**src/rtl/iobr_pkg.sv**
```systemverilog
package iobr_pkg;
  localparam int CMD_IO_BIT  = 0;
  localparam int CMD_MST_BIT = 2;
  localparam int CTL_ISA_BIT = 2;

  typedef struct packed {
    logic io_en;
    logic mst_en;
    logic isa_en;
  } iobr_ctl_t;
endpackage

```
**src/rtl/iobr_regs.sv**
```systemverilog
module iobr_regs
  import iobr_pkg::*;
#(
  parameter int AW = 32,
  parameter logic [AW-1:0] LIM_RST = 'h0FFF
) (
  input  logic          clk,
  input  logic          rst,
  input  logic          wr_base,
  input  logic          wr_limit,
  input  logic          wr_cmd,
  input  logic          wr_ctl,
  input  logic [AW-1:0] wr_data,
  output logic [AW-1:0] base_q,
  output logic [AW-1:0] limit_q,
  output iobr_ctl_t     ctl_q
);
  always_ff @(posedge clk) begin
    if (rst) begin
      base_q  <= '0;
      limit_q <= LIM_RST;
      ctl_q   <= '0;
    end else begin
      if (wr_base)  base_q  <= wr_data;
      if (wr_limit) limit_q <= wr_data;
      if (wr_cmd) begin
        ctl_q.io_en  <= wr_data[CMD_IO_BIT];
        ctl_q.mst_en <= wr_data[CMD_MST_BIT];
      end
      if (wr_ctl) ctl_q.isa_en <= wr_data[CTL_ISA_BIT];
    end
  end

  AST_LIMIT_RESET: assert property (@(posedge clk) rst |=> (limit_q == LIM_RST));
  AST_BASE_WRITE: assert property (@(posedge clk) disable iff (rst)
    wr_base |=> (base_q == $past(wr_data)));
  AST_LIMIT_WRITE: assert property (@(posedge clk) disable iff (rst)
    wr_limit |=> (limit_q == $past(wr_data)));
endmodule

```
**src/rtl/iobr_win_dec.sv**
```systemverilog
module iobr_win_dec #(
  parameter int AW        = 32,
  parameter int LOW_SPAN  = 16,
  parameter int BLK_SEL_H = 9,
  parameter int BLK_SEL_L = 8,
  parameter bit UPSTREAM  = 1'b0
) (
  input  logic          clk,
  input  logic          rst,
  input  logic [AW-1:0] addr,
  input  logic [AW-1:0] base,
  input  logic [AW-1:0] limit,
  input  logic          isa_en,
  output logic          fwd
);
  localparam int HI_W = AW - LOW_SPAN;

  logic in_win, low_space, isa_hole, dn_ok, up_ok;

  always_comb begin
    in_win    = (addr >= base) && (addr <= limit);
    low_space = (addr[AW-1:LOW_SPAN] == {HI_W{1'b0}});
    isa_hole  = isa_en && low_space && in_win &&
                (addr[BLK_SEL_H:BLK_SEL_L] != '0);
    dn_ok     = in_win && !isa_hole;
    up_ok     = !in_win || isa_hole;
  end

  generate
    if (UPSTREAM) begin : g_up
      assign fwd = up_ok;
    end else begin : g_dn
      assign fwd = dn_ok;
    end
  endgenerate

  AST_DIR_EXCLUSIVE: assert property (@(posedge clk) disable iff (rst)
    !(dn_ok && up_ok));
  AST_ISA_HOLE_DN: assert property (@(posedge clk) disable iff (rst)
    (isa_en && low_space && (addr[BLK_SEL_H:BLK_SEL_L] != '0)) |-> !dn_ok);
  AST_EMPTY_WIN: assert property (@(posedge clk) disable iff (rst)
    (base > limit) |-> (!dn_ok && up_ok));
endmodule

```
**src/rtl/iobr_fwd_decoder.sv**
```systemverilog
module iobr_fwd_decoder
  import iobr_pkg::*;
#(
  parameter int AW = 32,
  parameter logic [AW-1:0] LIM_RST = 'h0FFF
) (
  input  logic          clk,
  input  logic          rst,
  input  logic          wr_base,
  input  logic          wr_limit,
  input  logic          wr_cmd,
  input  logic          wr_ctl,
  input  logic [AW-1:0] wr_data,
  input  logic          pri_vld,
  input  logic [AW-1:0] pri_addr,
  input  logic          sec_vld,
  input  logic [AW-1:0] sec_addr,
  output logic          claim_downstream,
  output logic          claim_upstream
);
  localparam int NSIDE = 2;

  logic [AW-1:0] base_q, limit_q;
  iobr_ctl_t     ctl_q;
  logic [AW-1:0] side_addr [NSIDE];
  logic [NSIDE-1:0] side_fwd;

  assign side_addr[0] = pri_addr;
  assign side_addr[1] = sec_addr;

  iobr_regs #(.AW(AW), .LIM_RST(LIM_RST)) u_regs (
    .clk(clk), .rst(rst),
    .wr_base(wr_base), .wr_limit(wr_limit), .wr_cmd(wr_cmd), .wr_ctl(wr_ctl),
    .wr_data(wr_data),
    .base_q(base_q), .limit_q(limit_q), .ctl_q(ctl_q)
  );

  for (genvar g = 0; g < NSIDE; g++) begin : g_side
    iobr_win_dec #(.AW(AW), .UPSTREAM(g == 1)) u_dec (
      .clk(clk), .rst(rst),
      .addr(side_addr[g]), .base(base_q), .limit(limit_q),
      .isa_en(ctl_q.isa_en), .fwd(side_fwd[g])
    );
  end

  always_ff @(posedge clk) begin
    if (rst) begin
      claim_downstream <= 1'b0;
      claim_upstream   <= 1'b0;
    end else begin
      claim_downstream <= pri_vld && ctl_q.io_en  && side_fwd[0];
      claim_upstream   <= sec_vld && ctl_q.mst_en && side_fwd[1];
    end
  end

  AST_DN_NEEDS_STROBE: assert property (@(posedge clk) disable iff (rst)
    claim_downstream |-> $past(pri_vld));
  AST_UP_NEEDS_STROBE: assert property (@(posedge clk) disable iff (rst)
    claim_upstream |-> $past(sec_vld));
  AST_DN_NEEDS_IOEN: assert property (@(posedge clk) disable iff (rst)
    claim_downstream |-> $past(ctl_q.io_en));
  AST_UP_NEEDS_MASTER: assert property (@(posedge clk) disable iff (rst)
    claim_upstream |-> $past(ctl_q.mst_en));
endmodule

```
**config.mk**
```make
export PLATFORM = sky130hd
export DESIGN_NAME = iobr_fwd_decoder
export DESIGN_NICKNAME = d
export VERILOG_FILES = /design/src/rtl/iobr_pkg.sv /design/src/rtl/iobr_regs.sv /design/src/rtl/iobr_win_dec.sv /design/src/rtl/iobr_fwd_decoder.sv
export SDC_FILE = /design/constraint.sdc
export NUM_CORES = 1
export LEC_CHECK = 0
export CAP_MARGIN = 0
export CORE_MARGIN = 2
export CORE_UTILIZATION = 53
export CTS_CLUSTER_DIAMETER = 200
export DETAILED_ROUTE_END_ITERATION = 8
export GPL_TIMING_DRIVEN = 0
export HOLD_SLACK_MARGIN = 0.05
export PLACE_DENSITY = 0.81
export SETUP_SLACK_MARGIN = 0.1
export SLEW_MARGIN = 30
export SYNTH_ARGS = -nofsm -noshare
export SYNTH_HDL_FRONTEND = slang
export SYNTH_SLANG_ARGS = --single-unit
```
**constraint.sdc**
```tcl
create_clock -name clk -period 3.2 [get_ports clk]
set_clock_uncertainty 0.1 [all_clocks]
set_input_delay 0.8 -clock clk [delete_from_list [all_inputs] [get_ports clk]]
set_output_delay 0.8 -clock clk [all_outputs]
set_load 0.005 [all_outputs]
```
Yosys cells after proc, flatten, opt, wreduce, memory -nomap -nowiden

Cells that the tools add are included.

$lt $le $gt $ge: 4
Reductions and logical operators: 20

Operators by type and width:

| kind                               | number |
|---|---|
| greater-or-equal comparator 32 bit | 2 |
| <= comparator 32 bit               | 2 |
| logical NOT 16 bit                 | 2 |
| logical AND 1 bit                  | 13 |
| nonzero test 2 bit                 | 2 |
| logical NOT 1 bit                  | 2 |
| logical OR 1 bit                   | 1 |

Flip-flop bits (word level): 69
Input port bits: 104
Output and inout bits: 2

Logic depth before layout (Yosys ltp)

Gate-level depths: netlist of run 1.

Word-level depth: 7
Depth in mapped cells: 8
Mapped depth without buffers: 8

Hierarchy

Synthesis of run 1 repeated with hierarchy kept, for this count alone.

Cell total of the unflattened synthesis: 695
Area total of the unflattened synthesis: 5,775.5 µm²

Modules (own cells, without submodules):

| module                         | instances | cells each | area an instance (µm²) |
|---|---|---|---|
| iobr_regs                      | 1         | 216        | 2,404.8 |
| iobr_win_dec (g_side[0].u_dec) | 1         | 237        | 1,657.8 |
| iobr_win_dec (g_side[1].u_dec) | 1         | 238        | 1,652.8 |
| iobr_fwd_decoder               | 1         | 4          | 60.1 |

Worst setup path after synthesis of run 1

OpenSTA, ideal clock, no wires.

Path kind: in2reg
Start: input pri_addr[31]
End: register claim_downstream
Library setup time: 0.079 ns
Arrival: 2.320 ns
Path slack: 0.701 ns
Cell stages on the path: 7
Buffers on the path: 0
Path through: ha_1 -> nand4_1 -> or3_1 -> or3_1 -> nor4_2 -> a21oi_1 -> a22oi_1

Cells in the longest elaborated chain, start to end: 7

RTL lines:

| element                                                    | RTL line                               | RTL |
|---|---|---|
| start: declaration                                         | iobr_fwd_decoder.sv:15                 | `input logic [AW-1:0] pri_addr,` |
| greater-or-equal comparator 32 bit (tied with other cells) | iobr_win_dec.sv:21                     | `in_win = (addr >= base) && (addr <= limit);` |
| logical AND 1 bit, on equally long branches                | iobr_win_dec.sv:21, iobr_win_dec.sv:23 |  |
| logical AND 1 bit (2 in a row)                             | iobr_win_dec.sv:23                     | `isa_hole = isa_en && low_space && in_win &&` |
| logical NOT 1 bit                                          | iobr_win_dec.sv:25                     | `dn_ok = in_win && !isa_hole;` |
| logical AND 1 bit (*)                                      | iobr_win_dec.sv:25                     |  |
| logical AND 1 bit (*)                                      | iobr_fwd_decoder.sv:51                 | `claim_downstream <= pri_vld && ctl_q.io_en && side_fwd[0];` |
| end signal: assignment                                     | iobr_fwd_decoder.sv:51                 |  |
| end: declaration                                           | iobr_fwd_decoder.sv:18                 | `output logic claim_downstream,` |

Every way passes the cells marked *; elsewhere a longest branch is shown, timed or not.
A chain may end at the register's enable or synchronous reset.

Worst setup path in the final report of run 1

Start: input sec_addr[0]
End: register claim_upstream

Cells in the longest elaborated chain, start to end: 6

RTL lines:

| element                                                                    | RTL line               | RTL |
|---|---|---|
| start: declaration                                                         | iobr_fwd_decoder.sv:17 | `input logic [AW-1:0] sec_addr,` |
| greater-or-equal comparator 32 bit or <= comparator 32 bit (tied branches) | iobr_win_dec.sv:21     |  |
| logical AND 1 bit (*)                                                      | iobr_win_dec.sv:21     |  |
| logical AND 1 bit (2 in a row)                                             | iobr_win_dec.sv:23     |  |
| logical OR 1 bit (*)                                                       | iobr_win_dec.sv:26     | `up_ok = !in_win \|\| isa_hole;` |
| logical AND 1 bit (*)                                                      | iobr_fwd_decoder.sv:52 | `claim_upstream <= sec_vld && ctl_q.mst_en && side_fwd[1];` |
| end signal: assignment                                                     | iobr_fwd_decoder.sv:52 |  |
| end: declaration                                                           | iobr_fwd_decoder.sv:19 | `output logic claim_upstream` |

Marks and branches as above.

==> results of run 1 <==
through the flow:
stage                     power, uW  area (um^2)  setup WS, ps   util  hold WS, ps
after floorplan                1340         5440           701      -          352
after global placement         1610         6630          -132  0.672          373
after detailed placement       1640         6630          -183  0.672          379
after CTS                      2380         6830           150  0.692          403
after global routing           2510         6830           101  0.692          428
final                          2380         6830          97.1  0.692          394
how the worst max path moves through the flow:
stage / end / cells after the start
after floorplan: claim_downstream / 7
after global placement: claim_upstream / 9
after detailed placement: claim_upstream / 9
after CTS: claim_upstream / 9
after global routing: claim_upstream / 9
final: claim_upstream / 9
routing by layer:
layer | part of all wire | vias to the layer above | wire length, um
li1 | - | 2467 | -
met4 | 0.025 | 0 | 388
met3 | 0.065 | 36 | 1020
met5 | 0 | - | 0
met2 | 0.46 | 155 | 7220
met1 | 0.45 | 2348 | 7040
power breakdown:
group / switching (uW) / internal [uW]
clock network: 384 / 362
registers: 24.1 / 910
logic: 357 / 341
total: 765 / 1610
cells in the mapped netlist (3+ instances only):
cell type,count
o21ai_0,16
clkbuf_1,10
a221o_1,4
a21oi_1,38
a211oi_1,3
nor3_1,6
buf_1,5
mux2i_1,56
nor2b_1,6
inv_1,66
and4_1,6
nand4_1,20
nand2_1,33
nand3_1,11
nor4_1,7
ha_1,128
a21o_1,20
o21a_1,5
nor2_1,68
dfxtp_1,69
o211ai_1,13
sequential cells by signal, summed over array words and instances (netlist names):
| signal | cells |
|---|---|
| u_regs.base_q | 32 |
| claim_upstream | 1 |
| claim_downstream | 1 |
| u_regs.limit_q | 32 |
| u_regs.ctl_q | 3 |
cells by family (layout without fill, tap and decap cells):
| group | count (synthesis) | count (layout) | share of synthesized area |
|---|---|---|---|
| flip-flops | 69 | 69 | 0.254 |
| multiplexers | 56 | 56 | 0.103 |
| AND/OR/NAND/NOR | 173 | 173 | 0.156 |
| AO/OA/AOI/OAI | 113 | 113 | 0.135 |
| buffers and inverters | 83 | 202 | 0.0576 |
| adder cells (fa/ha/maj) | 128 | 128 | 0.295 |
tightest hold or removal path: cells and delay by family (launching register included):
family,cells,cell delay (ps)
simple gates,1,70
mux,1,60
flops,1,330
layout make-up:
cell class	count	area [um^2]
Tap cell	133	166
Buffer	16	61.3
Multi-Input combinational cell	470	3740
Clock inverter	7	73.8
Clock buffer	9	124
Timing Repair Buffer	103	1030
Fill cell	786	3030
Inverter	67	251
Sequential cell	69	1380
==> flow_summary.yaml, run 1 <==
sta:
  finalCritPeriodShare: 0.970
  maxSlewHeadroom: 0.399
  tns_ps: 0
  setup_viol: 0
  max_freq_mhz: 322
  worstMarginPinSlew_ps: 878
  period_needed_ps: 3100
  hold_violations: 0
  rsz0062_at_grt: "false"
  finalMaxSlewViolations: 0
worst_setup_path:
  worstSetupStartpoint: "sec_addr[0]"
  path_cells: "clkdlybuf4s50_1 -> inv_1 -> ha_1 -> nand2b_1 -> a2111oi_0 -> or4_1 -> o2111ai_1 -> a211o_1 -> o211ai_1"
  worst_setup_path_start_kind: "input port"
  r2r-end: "claim_upstream"
  reg2reg_depth: 7
  critPathSlowestCell: "a2111oi_0"
  crit-reg2reg-launch: "u_regs.base_q[0]"
  slowest_delay_ps: 800
  critPathMaxFanout: 2
  worstSetupEndpointType: "flip-flop"
  reg2reg_setup_slack_ps: 720
  crit_type: "in -> reg"
  critical_path_required_ps: 3390
  cp_top_family: "compound AO/OA/AOI/OAI gates"
  crit_buf_inv: 2
  worstPathArrival_ps: 3300
placement:
  gp_congestion: 0.903
  dp_hpwl_mm: 13.1
  portBuffers: 103
  dp.cells: 858
clock_tree:
  clock-sinks: 69
  postCtsSetupRepairBufs: 0
  cts_hold_buf: 0
  cts_tree: "done"
  clk_path_buf_depth: 2
  clk_pin_slew_ps: 70
  cts_max_level: 3
  clockRootBuffer: "clkbuf_8"
  cts.repair.resized: 0
  clk_latency_ps: 370
  cts_buffers: 9
route:
  wl_per_cell_um: 17.9
  drc: 0
  initialDrtViolationCount: 246
  detail_route.first_pass.iterations: 5
  vias: 5006
  wl_mm: 15.7
  viasPerCell: 5.73
  ant_nets: 0
worst_hold_path:
  whs_path_depth: 2
  hp-class: "reg -> reg"
  worstHoldStart: "u_regs.limit_q[16]"
  min_to: "u_regs.limit_q[16]"
logic_synthesis:
  yosys_warnings: 0
  syn_area_per_cell_um2: 8.74
  netlist_area_um2: 5440
  ys_types: 45
  yosys.area.top_type: "ha_1"
  ys_seq_area_frac: 0.254
  ys_ff_latch: 69
  async_flop_share: 0
  syn_nets: 854
  synth_ff_type: "dfxtp_1"
  synth_edf_count: 0
  synth_top_area_frac: 0.295
  syn_inst: 622
  yosys-top-cells-area: "ha_1, dfxtp_1, mux2i_1"
die:
  coreArea_um2: 9860
  start_util: 0.551
  row_count: 36
  fp.dieH_um: 105
  fp.dieW_um: 105
  io_pins: 106
  fp.dieArea_um2: 11100
power:
  power_leakage_uw: 0.00312
  powerDensity_nw_per_um2: 348
  peakVddDrop_mv: 0.224
global_routing:
  grt_pass1_wl_mm: 25.5
  antenna_found_initial: 0
  grt.busiest_layer: "met2"
  grtUsageMet3: 0.0581
  grt_usage: 0.293
  grt_pass1_vias: 5187
  grt_use_met2: 0.492
  grt_max_degree: 14
  grt.met1_usage: 0.372
  grt_overflow: 0
job:
  maxCapViolations: 0
cells_and_area:
  drive_gt1_frac: 0.0283
  nets: 968
  n_antenna_cell: 0
  final_common_cell: "ha_1"
  final_cell_mix: "ha_1, clkdlybuf4s50_1, dfxtp_1, nor2_1, inv_1"
  area_growth_pct: 25.7
  finalNonFillerCells: 874
outcome:
  status: "completed"
(Power assumes the default switching activity.)
==> run 2: changes to the inputs <==
- ABC_AREA: default -> 1
==> run 2 against run 1 <==
Net effect:
- critical path type unchanged
- sequential share of layout area down 0.13 points
- non-clock buffer count up 5
- critical path depth up 1
- design area up 0.62%
- synthesized area about the same
- sequential power about the same
- hold slack worse by 4.9 ps
==> flow_summary.yaml, run 2 <==
logic_synthesis:
  yosys-top-cells-area: "ha_1, dfxtp_1, a21oi_1"
  syn_nets: 972
  ys_ff_latch: 69
  yosys.area.top_type: "ha_1"
  netlist_area_um2: 5430
  synth_edf_count: 0
  synth_most_common_cell: "ha_1"
  syn_inst: 740
  netlist_top_cells_count: "ha_1, nand2_1, a21oi_1"
  syn_area_per_cell_um2: 7.34
  yosys_warnings: 0
  async_flop_share: 0
  synth_ff_type: "dfxtp_1"
  ys_seq_area_frac: 0.254
  ys_types: 30
  synth_top_area_frac: 0.295
die:
  fp.dieH_um: 105
  start_util: 0.550
  row_count: 36
  fp.dieArea_um2: 11100
  io_pins: 106
  coreArea_um2: 9860
  fp.dieW_um: 105
clock_tree:
  clk_pin_slew_ps: 80
  cts_hold_buf: 0
  clk_latency_ps: 360
  cts_buffers: 9
  cts.repair.resized: 0
  postCtsSetupRepairBufs: 0
  clock-sinks: 69
  clockRootBuffer: "clkbuf_8"
  clk_path_buf_depth: 2
  cts_tree: "done"
  cts_max_level: 3
power:
  power_frac_clock: 0.329
  powerDensity_nw_per_um2: 367
  power_leakage_uw: 0.00323
  peakVddDrop_mv: 0.278
  seqPwrFrac: 0.370
  intPower_uw: 1740
  power_switching_uw: 788
  comb_power_share: 0.302
  switching_share: 0.312
worst_setup_path:
  slowest_delay_ps: 520
  worstSetupEndpointType: "flip-flop"
  worst_setup_path_start_kind: "input port"
  critical_path_required_ps: 3410
  critPathMaxFanout: 3
  path_cells: "clkdlybuf4s50_1 -> ha_1 -> nand2_1 -> nor2_1 -> nand4_1 -> a31oi_1 -> nor2_1 -> nand2_1 -> nand2_1 -> nor2_1"
  worstPathArrival_ps: 2710
  critPathSlowestCell: "clkdlybuf4s50_1"
  crit_type: "in -> reg"
cells_and_area:
  nets: 1088
  final_common_cell: "ha_1"
  final_cell_mix: "ha_1, nand2_1, a21oi_1, clkdlybuf4s50_1, inv_1"
  utilization: 0.697
  drive_gt1_frac: 0.0337
  n_fill_cell: 810
  top_regs: "u_regs.base_q (32), u_regs.limit_q (32), u_regs.ctl_q (3)"
  n_antenna_cell: 0
  area_growth_pct: 26.6
sta:
  setup_viol: 0
  tns_ps: 0
  max_freq_mhz: 400
  period_needed_ps: 2500
  hold_violations: 0
  finalCritPeriodShare: 0.782
  rsz0062_at_grt: "false"
  finalMaxSlewViolations: 0
  worstMarginPinSlew_ps: 624
  maxSlewHeadroom: 0.584
worst_hold_path:
  hp-class: "reg -> reg"
route:
  ant_nets: 0
  wl_per_cell_um: 15.8
  vias: 5478
  drc: 0
  wl_mm: 15.8
  detail_route.first_pass.iterations: 5
  viasPerCell: 5.51
  initialDrtViolationCount: 272
global_routing:
  grt.met1_usage: 0.370
  grtUsageMet3: 0.0445
  grt_pass1_wl_mm: 25.8
  grt_overflow: 0
  antenna_found_initial: 0
  grt_use_met2: 0.485
  grt_max_degree: 12
  grt_pass1_vias: 5524
  grt_usage: 0.291
  grt.busiest_layer: "met2"
outcome:
  status: "completed"
placement:
  dp_hpwl_mm: 12.8
  gp_congestion: 0.915
  portBuffers: 105
job:
  maxCapViolations: 0
## run 2: path summary, 6_finish.rpt
kind	startpoint	end	slack, ps	depth (start not counted)
worst max register to register	u_regs.base_q[31]	claim_downstream	1330	10
worst min register to register	u_regs.limit_q[28]	u_regs.limit_q[28]	390	2
worst min-delay path	u_regs.limit_q[28]	u_regs.limit_q[28]	390	2
worst max-delay path	pri_addr[31]	claim_downstream	700	10
## run 2: cells by family after synthesis
kind of cell / after synthesis / share of synthesized area
DFF: 69 / 0.254
adders and majority gates: 128 / 0.295
buffers and inverters: 117 / 0.0820
AOI/OAI and AO/OA: 211 / 0.199
and+or+nand+nor: 215 / 0.170
## run 2: per-stage QoR
step | instance area [um^2] | cells | total power (uW) | hold slack (ps) | worst slack (ps)
global placement | 6650 | 978 | 1660 | 375 | 365
CTS | 6870 | 994 | 2520 | 390 | 733
global route | 6870 | 994 | 2670 | 410 | 620
finish | 6870 | 994 | 2520 | 390 | 698
floorplan | 5430 | 740 | 1390 | 349 | 1230
detailed placement | 6650 | 978 | 1700 | 380 | 370
## run 2: per-layer routing
metal / part of all wire / wire, um
met1: 0.45 / 7030
met2: 0.47 / 7390
met3: 0.059 / 929
met4: 0.026 / 403
met5: 0 / 0
## run 2: power by group through the flow
| stage | logic, uW | clock network, uW | registers, uW |
|---|---|---|---|
| CTS | 754 | 829 | 933 |
| floorplan | 440 | 0 | 949 |
| detailed placement | 744 | 0 | 953 |
| finish | 762 | 829 | 933 |
| global route | 865 | 870 | 938 |
| global placement | 710 | 0 | 951 |
## run 2: area by class of cell
| cell class | count | area, um^2 | share of cell area |
|---|---|---|---|
| sequential | 69 | 1380 | 0.201 |
| clock inverter | 4 | 70.1 | 0.0102 |
| inverter | 98 | 368 | 0.0535 |
| timing repair buffer | 105 | 1050 | 0.153 |
| clock buffer | 12 | 155 | 0.0226 |
| tap | 133 | 166 | 0.0242 |
| multi-input combinational | 554 | 3600 | 0.524 |
| buffer | 19 | 77.6 | 0.0113 |
## run 2: worst max-delay path, delay by kind of cell
family / cells / cell delay (ps)
adder cells (fa/ha/maj): 1 / 350
buffers and inverters: 1 / 520
AO/OA/AOI/OAI: 1 / 280
AND/OR/NAND/NOR: 7 / 760
==> run 3: changes to the inputs <==
- clock period: 3.2 -> 2.4 ns (I/O delays scaled with it)
==> run 3 against run 2 <==
Net effect:
- final cell count is the same
- sequential share of layout area barely moved
- critical endpoint unchanged
- core utilization is 0.051 points higher
- largest cell class unchanged
- largest power group unchanged
- register-to-register slack worse by 770 ps
- wire length is 0.31% lower
- clock-buffer cell count did not move
==> flow_summary.yaml, run 3 (same netlist as run 2, synthesis figures left out) <==
die:
  fp.dieArea_um2: 11100
  fp.dieW_um: 105
  row_count: 36
  fp.dieH_um: 105
  io_pins: 106
  coreArea_um2: 9860
  start_util: 0.550
route:
  drc: 0
  met3_length_um: 914
  route.met2.wl_mm: 7.34
  ant_nets: 0
  top_layer_used: "met4"
  met1_length_mm: 6.98
  detail_route.first_pass.iterations: 5
  initialDrtViolationCount: 269
  vias: 5475
  viasPerCell: 5.51
  wl_per_cell_um: 15.8
  wl_mm: 15.7
sta:
  max_freq_mhz: 452
  hold_violations: 0
  finalCritPeriodShare: 0.922
  tns_ps: 0
  worstMarginPinSlew_ps: 629
  rsz0062_at_grt: "false"
  maxSlewHeadroom: 0.580
  setup_viol: 0
  finalMaxSlewViolations: 0
  period_needed_ps: 2210
  layout_setup_ws_ps: 187
worst_setup_path:
  worst_setup_path_start_kind: "input port"
  critical_path_required_ps: 2610
  worstSetupEndpointType: "flip-flop"
  worstPathArrival_ps: 2420
  crit_type: "in -> reg"
  reg2reg_depth: 10
  critPathMaxFanout: 3
cells_and_area:
  final_cell_mix: "ha_1, nand2_1, a21oi_1, clkdlybuf4s50_1, inv_1"
  final_common_cell: "ha_1"
  n_antenna_cell: 0
  utilization: 0.697
  area_growth_pct: 26.7
  top_regs: "u_regs.base_q (32), u_regs.limit_q (32), u_regs.ctl_q (3)"
  nets: 1088
  register_area_um2: 1380
  drive_gt1_frac: 0.0348
  multi_input_area_um2: 3610
  stdcell_area_um2: 6880
  n_fill_cell: 811
clock_tree:
  postCtsSetupRepairBufs: 0
  clk_pin_slew_ps: 80
  clk_latency_ps: 360
  clockRootBuffer: "clkbuf_8"
  clk_path_buf_depth: 2
  clock-sinks: 69
  cts_max_level: 3
  cts_buffers: 9
  cts_tree: "done"
placement:
  portBuffers: 105
  gp_congestion: 0.915
  dp_hpwl_mm: 12.8
  post_dp_cell_area_um2: 6650
  dp_slack_ps: -230
global_routing:
  grt_overflow: 0
  antenna_found_initial: 0
  grt_usage: 0.291
  grt_pass1_wl_mm: 25.8
  grt_max_degree: 12
  grt_pass1_vias: 5524
worst_hold_path:
  hp-class: "reg -> reg"
  whs_path_depth: 2
power:
  powerDensity_nw_per_um2: 489
  power.total_uw: 3370
  power_leakage_uw: 0.00324
  peakVddDrop_mv: 0.371
outcome:
  status: "completed"
job:
  maxCapViolations: 0
==> run 3: layout make-up <==
| class | instances | share of cell area |
|---|---|---|
| Multi-Input combinational cell | 554 | 0.524 |
| Sequential cell | 69 | 0.201 |
| Timing Repair Buffer | 105 | 0.153 |
| Inverter | 98 | 0.0535 |
| Tap cell | 133 | 0.0242 |
| Clock buffer | 12 | 0.0226 |
| Buffer | 19 | 0.0113 |
| Clock inverter | 4 | 0.0102 |
==> run 3: per-layer routing <==
layer / GRT usage / vias up
met5: 0 / -
met3: 0.0445 / 32
met1: 0.370 / 2508
met4: 0.135 / 0
met2: 0.485 / 180
li1: - / 2755
==> run 3: power breakdown <==
part           total (uW)  switching, uW  internal (uW)
sequential           1240           21.2           1220
clock                1110            467            639
combinational        1010            562            453
total                3370           1050           2310
==> run 3: repair_timing <==
item / 4_1_cts / 5_1_grt
resized for setup: 0 / 2
hold buffers: 0 / 0
endpoints found under the setup margin: 0 / 1
==> run 3: stage by stage <==
step / hold WS (ps) / cells
floorplan: 349 / 740
finish: 395 / 994
global placement: 375 / 978
global route: 410 / 994
detailed placement: 380 / 978
CTS: 390 / 994
==> run 3: path summary, 6_finish.rpt <==
path	startpoint	end	slack [ps]
worst max-delay path	pri_addr[30]	claim_downstream	190
worst min-delay path	u_regs.base_q[4]	u_regs.base_q[4]	400
worst max register to register	u_regs.base_q[31]	claim_downstream	560
worst min register to register	u_regs.base_q[4]	u_regs.base_q[4]	400
==> run 3: critical path, cell delays in order <==
cell	delay (ps)
clkdlybuf4s50_1	490
ha_1	320
nand2_1	70
nor2_2	140
nand4_1	260
a31oi_1	280
nor2_1	70
nand2_1	80
nand2_1	40
nor2_1	70
